[src/rtl/hecc_pkg.sv]
package hecc_pkg;

  typedef enum logic [1:0] {
    ST_CLEAN    = 2'd0,
    ST_DATA_FIX = 2'd1,
    ST_CODE_FIX = 2'd2,
    ST_BAD      = 2'd3
  } eccStatus_t;

  typedef struct packed {
    logic clear;
    logic accept;
  } ctrlStrobe_t;

  // Bits of a byte whose in-byte bit index has address bit k set.
  function automatic logic [7:0] laneMask(int k);
    logic [7:0] m;
    for (int j = 0; j < 8; j++) m[j] = (((j >> k) & 1) == 1);
    return m;
  endfunction

endpackage

[src/rtl/hecc_ctrl.sv]
module hecc_ctrl
  import hecc_pkg::*;
#(
  parameter int CHUNK_BYTES = 512,
  localparam int OFFW = $clog2(CHUNK_BYTES)
) (
  input  logic            clk,
  input  logic            rstN,
  input  logic            startIn,
  input  logic            byteValid,
  input  logic            ackIn,
  output ctrlStrobe_t     strobe,
  output logic [OFFW-1:0] byteIdx,
  output logic            done
);

  localparam logic [OFFW-1:0] LAST  = OFFW'(CHUNK_BYTES - 1);
  localparam logic [OFFW:0]   LIMIT = (OFFW + 1)'(CHUNK_BYTES);

  logic [OFFW-1:0] cnt;
  logic            doneQ;

  always_comb begin
    strobe.clear  = startIn | (ackIn & doneQ);
    strobe.accept = byteValid & ~doneQ & ~startIn;
  end

  always_ff @(posedge clk or negedge rstN) begin
    if (!rstN) begin
      cnt   <= '0;
      doneQ <= 1'b0;
    end else if (strobe.clear) begin
      cnt   <= '0;
      doneQ <= 1'b0;
    end else if (strobe.accept) begin
      if (cnt == LAST) begin
        cnt   <= '0;
        doneQ <= 1'b1;
      end else begin
        cnt <= cnt + 1'b1;
      end
    end
  end

  assign byteIdx = cnt;
  assign done    = doneQ;

  a_r2_start_clears: assert property (@(posedge clk) disable iff (!rstN)
    startIn |=> (!done && byteIdx == '0));

  a_r3_done_sticky: assert property (@(posedge clk) disable iff (!rstN)
    (done && !startIn && !ackIn) |=> done);

  a_r10_ack_drops: assert property (@(posedge clk) disable iff (!rstN)
    (done && ackIn) |=> !done);

  a_r3_idx_in_range: assert property (@(posedge clk) disable iff (!rstN)
    ({1'b0, byteIdx} < LIMIT));

endmodule

[src/rtl/hecc_datapath.sv]
module hecc_datapath
  import hecc_pkg::*;
#(
  parameter int CHUNK_BYTES = 512,
  localparam int OFFW  = $clog2(CHUNK_BYTES),
  localparam int ADDRW = OFFW + 3,
  localparam int CODEW = 2 * ADDRW
) (
  input  logic             clk,
  input  logic             rstN,
  input  ctrlStrobe_t      strobe,
  input  logic [OFFW-1:0]  byteIdx,
  input  logic [7:0]       byteData,
  input  logic             done,
  input  logic [CODEW-1:0] storedEcc,
  output logic [CODEW-1:0] calcEcc,
  output eccStatus_t       status,
  output logic [OFFW-1:0]  errOffset,
  output logic [7:0]       errMask
);

  localparam logic [OFFW:0] LIMIT = (OFFW + 1)'(CHUNK_BYTES);

  logic [ADDRW-1:0] onesPar, zerosPar;
  logic [ADDRW-1:0] onesHit, zerosHit;
  logic             bytePar;

  assign bytePar = ^byteData;

  // In-byte address bits: parity of the lanes selected by each mask.
  for (genvar k = 0; k < 3; k++) begin : g_lane
    localparam logic [7:0] M = laneMask(k);
    assign onesHit[k]  = ^(byteData & M);
    assign zerosHit[k] = ^(byteData & ~M);
  end

  // Byte-offset address bits: whole-byte parity steered by the offset bit.
  for (genvar k = 3; k < ADDRW; k++) begin : g_off
    assign onesHit[k]  = byteIdx[k-3] & bytePar;
    assign zerosHit[k] = ~byteIdx[k-3] & bytePar;
  end

  always_ff @(posedge clk or negedge rstN) begin
    if (!rstN) begin
      onesPar  <= '0;
      zerosPar <= '0;
    end else if (strobe.clear) begin
      onesPar  <= '0;
      zerosPar <= '0;
    end else if (strobe.accept) begin
      onesPar  <= onesPar ^ onesHit;
      zerosPar <= zerosPar ^ zerosHit;
    end
  end

  assign calcEcc = ~{onesPar, zerosPar};

  logic [CODEW-1:0] syn;
  logic [ADDRW-1:0] synHi, synLo;
  logic [OFFW-1:0]  offRaw;
  logic [2:0]       bitRaw;

  assign syn    = calcEcc ^ storedEcc;
  assign synHi  = syn[CODEW-1:ADDRW];
  assign synLo  = syn[ADDRW-1:0];
  assign offRaw = synHi[ADDRW-1:3];
  assign bitRaw = synHi[2:0];

  always_comb begin
    status    = ST_CLEAN;
    errOffset = '0;
    errMask   = '0;
    if (done && syn != '0) begin
      if ((synHi ^ synLo) == '1) begin
        if ({1'b0, offRaw} < LIMIT) begin
          status    = ST_DATA_FIX;
          errOffset = offRaw;
          errMask   = 8'b1 << bitRaw;
        end else begin
          status = ST_BAD;
        end
      end else if ($onehot(syn)) begin
        status = ST_CODE_FIX;
      end else begin
        status = ST_BAD;
      end
    end
  end

  a_r7_mask_onehot: assert property (@(posedge clk) disable iff (!rstN)
    (status == ST_DATA_FIX) |-> ($countones(errMask) == 1));

  a_r9_no_mask_otherwise: assert property (@(posedge clk) disable iff (!rstN)
    (status != ST_DATA_FIX) |-> (errMask == 8'h00));

  a_r11_idle_clean: assert property (@(posedge clk) disable iff (!rstN)
    !done |-> (status == ST_CLEAN));

  a_r2_clear_erases: assert property (@(posedge clk) disable iff (!rstN)
    strobe.clear |=> (calcEcc == '1));

  a_r3_code_frozen: assert property (@(posedge clk) disable iff (!rstN)
    (done && !strobe.clear) |=> $stable(calcEcc));

endmodule

[src/rtl/hecc_engine.sv]
module hecc_engine
  import hecc_pkg::*;
#(
  parameter int CHUNK_BYTES = 512,
  localparam int OFFW  = $clog2(CHUNK_BYTES),
  localparam int CODEW = 2 * (OFFW + 3)
) (
  input  logic             clk,
  input  logic             rstN,
  input  logic             startIn,
  input  logic             byteValid,
  input  logic [7:0]       byteData,
  input  logic             ackIn,
  input  logic [CODEW-1:0] storedEcc,
  output logic             done,
  output logic [CODEW-1:0] calcEcc,
  output logic [1:0]       status,
  output logic [OFFW-1:0]  errOffset,
  output logic [7:0]       errMask
);

  ctrlStrobe_t     strobe;
  logic [OFFW-1:0] byteIdx;
  eccStatus_t      statusInt;

  hecc_ctrl #(.CHUNK_BYTES(CHUNK_BYTES)) u_ctrl (
    .clk       (clk),
    .rstN      (rstN),
    .startIn   (startIn),
    .byteValid (byteValid),
    .ackIn     (ackIn),
    .strobe    (strobe),
    .byteIdx   (byteIdx),
    .done      (done)
  );

  hecc_datapath #(.CHUNK_BYTES(CHUNK_BYTES)) u_dp (
    .clk       (clk),
    .rstN      (rstN),
    .strobe    (strobe),
    .byteIdx   (byteIdx),
    .byteData  (byteData),
    .done      (done),
    .storedEcc (storedEcc),
    .calcEcc   (calcEcc),
    .status    (statusInt),
    .errOffset (errOffset),
    .errMask   (errMask)
  );

  assign status = statusInt;

endmodule

[config.mk]
export PLATFORM = sky130hd
export DESIGN_NAME = hecc_engine
export DESIGN_NICKNAME = d
export VERILOG_FILES = /design/src/rtl/hecc_pkg.sv /design/src/rtl/hecc_ctrl.sv /design/src/rtl/hecc_datapath.sv /design/src/rtl/hecc_engine.sv
export SDC_FILE = /design/constraint.sdc
export NUM_CORES = 1
export LEC_CHECK = 0
export CAP_MARGIN = 30
export CORE_ASPECT_RATIO = 2
export CORE_MARGIN = 5
export CORE_UTILIZATION = 46
export DETAILED_ROUTE_END_ITERATION = 6
export PLACE_DENSITY = 0.82
export SETUP_SLACK_MARGIN = 0.15
export SLEW_MARGIN = 20
export SYNTH_ARGS = -nofsm -noshare
export SYNTH_HDL_FRONTEND = slang
export SYNTH_SLANG_ARGS = --single-unit
[constraint.sdc]
create_clock -name clk -period 5.6 [get_ports clk]
set_clock_uncertainty 0.15 [all_clocks]
set_input_delay 0.84 -clock clk [delete_from_list [all_inputs] [get_ports clk]]
set_output_delay 0.84 -clock clk [all_outputs]
set_load 0.01 [all_outputs]
# Yosys cells after proc, flatten, opt, wreduce, memory -nomap -nowiden
# Index checks and enable logic that the tools add are counted.
word_totals:
  elab_cells: 99
  out_inout_bits: 44
  register_bits: 34
op_classes:
  n_eq_ne: 3
  n_bitwise: 38
  n_mux: 17
  shift: 1
  n_reduce_logical: 12
  addsub: 24
ops:
  columns: ["cell", "count"]
  rows:
  - ["$reduce_xor 8->1", 7]
  - ["$add 5x5->5", 11]
  - ["$mux 12", 4]
  - ["$mux 9", 5]
  - ["$xor 12x12->12", 3]
  - ["$add 1x1->2", 12]
  - ["$not 24->24", 1]
  - ["$reduce_bool 24->1", 1]
  - ["$xor 24x24->24", 1]
  - ["$and 1x1->1", 21]
  - ["$mux 8", 2]
  - ["$eq 12x12->1 const B", 1]
  - ["$not 1->1", 11]
  - ["$add 9x1->9 const B", 1]
  - ["$eq 9x9->1 const B", 1]
  - ["$shl 1x3->8 const A", 1]
  - ["$eq 5x1->1 const B", 1]
  - ["$mux 1", 4]
  - ["$mux 2", 2]
  - ["$reduce_bool 2->1", 2]
  - ["$reduce_and 2->1", 1]
  - ["$logic_and 1x1->1", 1]
  - ["$or 1x1->1", 1]

# Longest topological paths before layout
logic_depth:
  ltp_word: 11
  mapped_depth: 17
  mapped_depth_nobuf: 17

# Hierarchy
# A second synthesis with hierarchy kept.
hier_totals:
  cells_unflattened: 344
  hier_area_um2: 3090.5
by_module_without_submodules:
  columns: ["module", "instances", "area_per_inst_um2", "cells_each"]
  rows:
  - ["hecc_datapath", 1, 2501.1, 283]
  - ["hecc_ctrl", 1, 589.3, 61]

# Worst setup path after synthesis
# No wires, ideal clock.
synth_path:
  kind: "input port to output port"
  from: "in storedEcc[12]"
  to: "out status[0]"
  slack_ns: -0.443
  required_ns: 4.610
  cell_stages: 15
  arrival_time_ns: 5.053
  n_path_buf: 0
  path_cell_list: "xor2_1 > inv_1 > ha_1 > inv_1 > fa_1 > fa_1 > fa_1 > fa_1 > inv_1 > fa_1 > ha_1 > fa_1 > xor2_1 > nor3_1 > a41oi_1"
synth_between:
  elab_chain_len: 10
synth_rtl:
  columns: ["element", "line", "text"]
  rows:
  - ["from (decl)", "hecc_engine.sv:14", "input logic [CODEW-1:0] storedEcc,"]
  - ["$xor 24x24->24 *", "hecc_datapath.sv:63", "assign syn = calcEcc ^ storedEcc;"]
  - ["$add 1x1->2 (not written as such)", "hecc_datapath.sv:82", "end else if ($onehot(syn)) begin"]
  - ["$add 5x5->5 (not written as such) (4 in series)", "hecc_datapath.sv:82", null]
  - ["$eq 5x1->1", "hecc_datapath.sv:82", null]
  - ["$mux 1", "hecc_datapath.sv:82", null]
  - ["$mux 2", "hecc_datapath.sv:74", "if ((synHi ^ synLo) == '1) begin"]
  - ["$mux 2 *", "hecc_datapath.sv:73", "if (done && syn != '0) begin"]
  - ["to (decl)", "hecc_engine.sv:17", "output logic [1:0] status,"]
# Every way passes the cells marked *; elsewhere a longest branch is shown, timed or not.

# Worst setup path in the final report
layout_path:
  from: "in storedEcc[18]"
  to: "out status[0]"
layout_between:
  elab_chain_len: 9
layout_rtl:
  columns: ["element", "line"]
  rows:
  - ["$xor 24x24->24 *", "hecc_datapath.sv:63"]
  - ["$add 1x1->2 (not written as such)", "hecc_datapath.sv:82"]
  - ["$add 5x5->5 (not written as such) (3 in series)", "hecc_datapath.sv:82"]
  - ["$eq 5x1->1", "hecc_datapath.sv:82"]
  - ["$mux 1", "hecc_datapath.sv:82"]
  - ["$mux 2", "hecc_datapath.sv:74"]
  - ["$mux 2 *", "hecc_datapath.sv:73"]
# Marks and branches as above.

==> impl_metrics.tcl <==
set metrics [dict create \
    final_cell_area_mm2 0.00547 \
    placed_area_mm2 0.00485 \
    placedCellCount 596 \
    antenna_left 0 \
    ff2ff_path_depth 8 \
    multi_input_area_mm2 0.00276 \
    drt_wl_total_um 12700 \
    violations "negative setup slack" \
    vias 3387 \
    powerDensity_mw_per_mm2 535 \
    worstSetupStartpointType "primary input" \
    syn_avg_cell_area_um2 8.71 \
    die-area_mm2 0.00933 \
    synth_fp_nets 481 \
    fillers 454 \
    p_comb_share_pct 80.4 \
    cts_max_level 2 \
    crit_buf_inv 5 \
    met1Wirelength_um 4080 \
    rsz0062_at_grt "yes" \
    setup_tns_ps -564 \
    routed.top_layer "met4" \
    drv_cap 0 \
    timing.final.crit_share_pct 110 \
    core-area_mm2 0.00727 \
    end_kind "output port" \
    stdcell_count 627 \
    power_frac_clock_pct 9.3 \
    ys_types 32 \
    io_buffers 80 \
    whs_ps 442 \
    drv_slew 0 \
    hold_violations 0 \
    power_leakage_uw 0.00253 \
    drtIter0Drc 226 \
    gp_congestion 0.928 \
    place_hpwl_um 8210 \
    yosysSeqAreaShare_pct 25.0 \
    cp.required_ps 4610 \
    reg2reg_slack_ps 3150 \
    rr_endpoint "u_ctrl.byteIdx[4]$_DFFE_PN0P_" \
    grt_use_total_pct 24.3 \
    p_int_uw 1560 \
    setup.worst_path.start "storedEcc[18]" \
    swShare_pct 46.7 \
    cpMostUsedCell "fa_1" \
    cp_num_cells 16 \
    via_per_inst 5.40 \
    slew_headroom_pct 44.1 \
    grt_pass1_wl_um 17400 \
    tightest_slew_ps 831 \
    register_area_um2 851 \
    clkTransAtPathRegs_ps 50 \
    endpoint "status[0]" \
    wl_met2_um 7360 \
    fmax_ghz 0.162 \
    die_width_um 70.8 \
    syn_to_final_growth_pct 60.7 \
    seq_power_share_pct 10.3 \
    min_period_ps 6160 \
    nets 624 \
    cts_inserted_buffers 5 \
    path_cells "buf_6 > xor2_4 > inv_2 > ha_4 > inv_2 > fa_1 > fa_1 > fa_1 > fa_1 > inv_2 > fa_2 > ha_4 > fa_2 > nor3_2 > a41oi_2 > buf_2" \
    grt_pass1_vias 3422 \
    io_pins 81 \
    insertion_delay_ps 280 \
    clock_sinks 34 \
    clockRootBuffer "clkbuf_16" \
    start_util_pct 46.8 \
    diodes 0 \
    status "complete, but fails checks" \
    first_pass_iters 5 \
    dieHeight_um 132 \
    synthCells 391 \
    synth.ff_latch_count 34 \
    path_class "in -> out" \
    crit_arrival_ps 5170 \
    rows 44 \
    slowest_delay_ps 570 \
    wire_per_inst_um 20.3 \
    p_sw_uw 1370 \
    antenna_found_initial 0 \
    drive_gt1_share_pct 33.1 \
    min_delay_path_depth 2 \
    vdd_ir_drop_max_mv 0.390 \
    synthArstFlopShare_pct 100 \
    r2r-start "u_ctrl.byteIdx[0]$_DFFE_PN0P_" \
    grt_overflow_total 0 \
    setup_violations 1 \
    synth_edf_count 0 \
    drc 0 \
    cts_buffer_depth 2 \
    grt_max_degree 40 \
    crit_family "adder cells" \
    hold_path_class "reg -> reg" \
    critPathSlowestCell "fa_1" \
    synth_warnings 0 \
    synth_flop_cell "dfrtp_1" \
    wl_met3_um 469 \
    cts_tree "done" \
    setup_slack_ps -564 \
    cp_max_fo 4 \
    synth_area_mm2 0.00340 \
]
## state kept, by name, summed over array words and instances (netlist names)
name	count
u_ctrl.byteIdx	9
u_ctrl.done	1
u_dp.onesPar	12
u_dp.zerosPar	12
## logic make-up (layout without fill, tap and decap cells)
logic type / after synthesis / count (layout) / share of synthesized area (%)
and+or+nand+nor: 100 / 100 / 15.2
buffers and inverters: 91 / 235 / 10.1
xor gates and xnor gates: 56 / 56 / 15.1
adders and majority gates: 53 / 53 / 23.7
AOI/OAI and AO/OA: 48 / 48 / 8.31
DFF: 34 / 34 / 25.0
muxes: 9 / 9 / 2.65
## worst min-delay path by stage
stage,startpoint,to,slack (ps)
final,u_dp.onesPar[3]$_DFFE_PN0P_,u_dp.onesPar[3]$_DFFE_PN0P_,440
after global routing,u_ctrl.byteIdx[8]$_DFFE_PN0P_,u_ctrl.byteIdx[8]$_DFFE_PN0P_,470
after CTS,u_ctrl.byteIdx[8]$_DFFE_PN0P_,u_ctrl.byteIdx[8]$_DFFE_PN0P_,440
after detailed placement,u_ctrl.byteIdx[8]$_DFFE_PN0P_,u_ctrl.byteIdx[8]$_DFFE_PN0P_,420
after global placement,u_ctrl.byteIdx[8]$_DFFE_PN0P_,u_ctrl.byteIdx[8]$_DFFE_PN0P_,410
after floorplan,u_dp.onesPar[3]$_DFFE_PN0P_,u_dp.onesPar[3]$_DFFE_PN0P_,380
## metrics by stage
stage	utilization, %	setup WS (ps)	power (µW)
detailed placement	66.7	-1390	2020
floorplan	-	-173	1490
global route	75.3	-650	3100
finish	75.3	-564	2930
CTS	71.3	-504	2630
global placement	66.7	-1300	1840
## layout by cell type (no fill, tap or decap), drive strengths merged
master          n
a21o            2
a21oi          22
a22oi           3
a41oi           1
and3           11
buf            87
clkbuf          7
clkdlybuf4s50  61
clkinv          1
dfrtp          34
fa             19
ha             34
inv            79
mux2i           9
nand2          26
nand2b          1
nand3           9
nand3b          1
nand4           8
nor2           17
nor2b           2
nor3            7
nor4            1
nor4b           1
o21ai          10
o311ai          1
o31ai           9
or3             7
or4             9
xnor2          41
xor2           15
## power groups by stage
stage | Sequential, µW | Clock [µW] | Combinational (µW)
floorplan | 297 | 0 | 1200
finish | 302 | 272 | 2360
global route | 304 | 283 | 2510
global placement | 298 | 0 | 1550
CTS | 298 | 277 | 2050
detailed placement | 299 | 0 | 1720
## cell type report
type                    instances  area share (%)
clock inverters                 1          0.0914
multi-input cells             266            50.4
inverters                      79            5.46
repair buffers                148            23.8
clock buffers                   7            2.61
flip-flops and latches         34            15.5
well taps                      92            2.10
## metal layers
layer	global-route usage [%]	up-vias
met5	0	-
met4	16.0	0
met3	2.52	48
met2	46.9	141
met1	22.7	1663
li1	-	1535
## worst reg2reg max path, stage by stage, from the launching register on
cell and delay (ps):
dfrtp_1 490, ha_1 240, and3_1 200, and3_1 200
and3_1 180, ha_1 400, o21ai_0 160, a22oi_1 230
nor2_1 60
## Yosys cell counts, types with 2 or more instances
master,count,share of area (%)
a22oi_1,3,0.66
a21oi_1,22,3.2
nand2_1,26,2.9
fa_1,19,11
buf_2,2,0.29
clkbuf_1,10,1.1
xnor2_1,38,9.8
mux2i_1,9,2.6
nor3_1,6,0.88
dfrtp_1,34,25
nor2_1,17,1.9
o21ai_0,10,1.5
nand3_1,9,1.3
nor2b_1,2,0.37
xor2_1,15,3.9
nand4_1,8,1.5
and3_1,11,2.0
ha_1,34,12
or3_1,7,1.3
inv_1,78,8.6
a21o_1,2,0.44
or4_1,9,2.0
xnor2_2,3,1.4
o31ai_1,9,2.0
## timing repair
item                                    CTS  global route
gates cloned                              0             0
endpoints found under the setup margin    1             1
hold buffers                              0             0
pin swaps                                39            34
gates resized for setup                 116            59
buffers inserted                         14             9
Power figures use the tool's default switching activity.
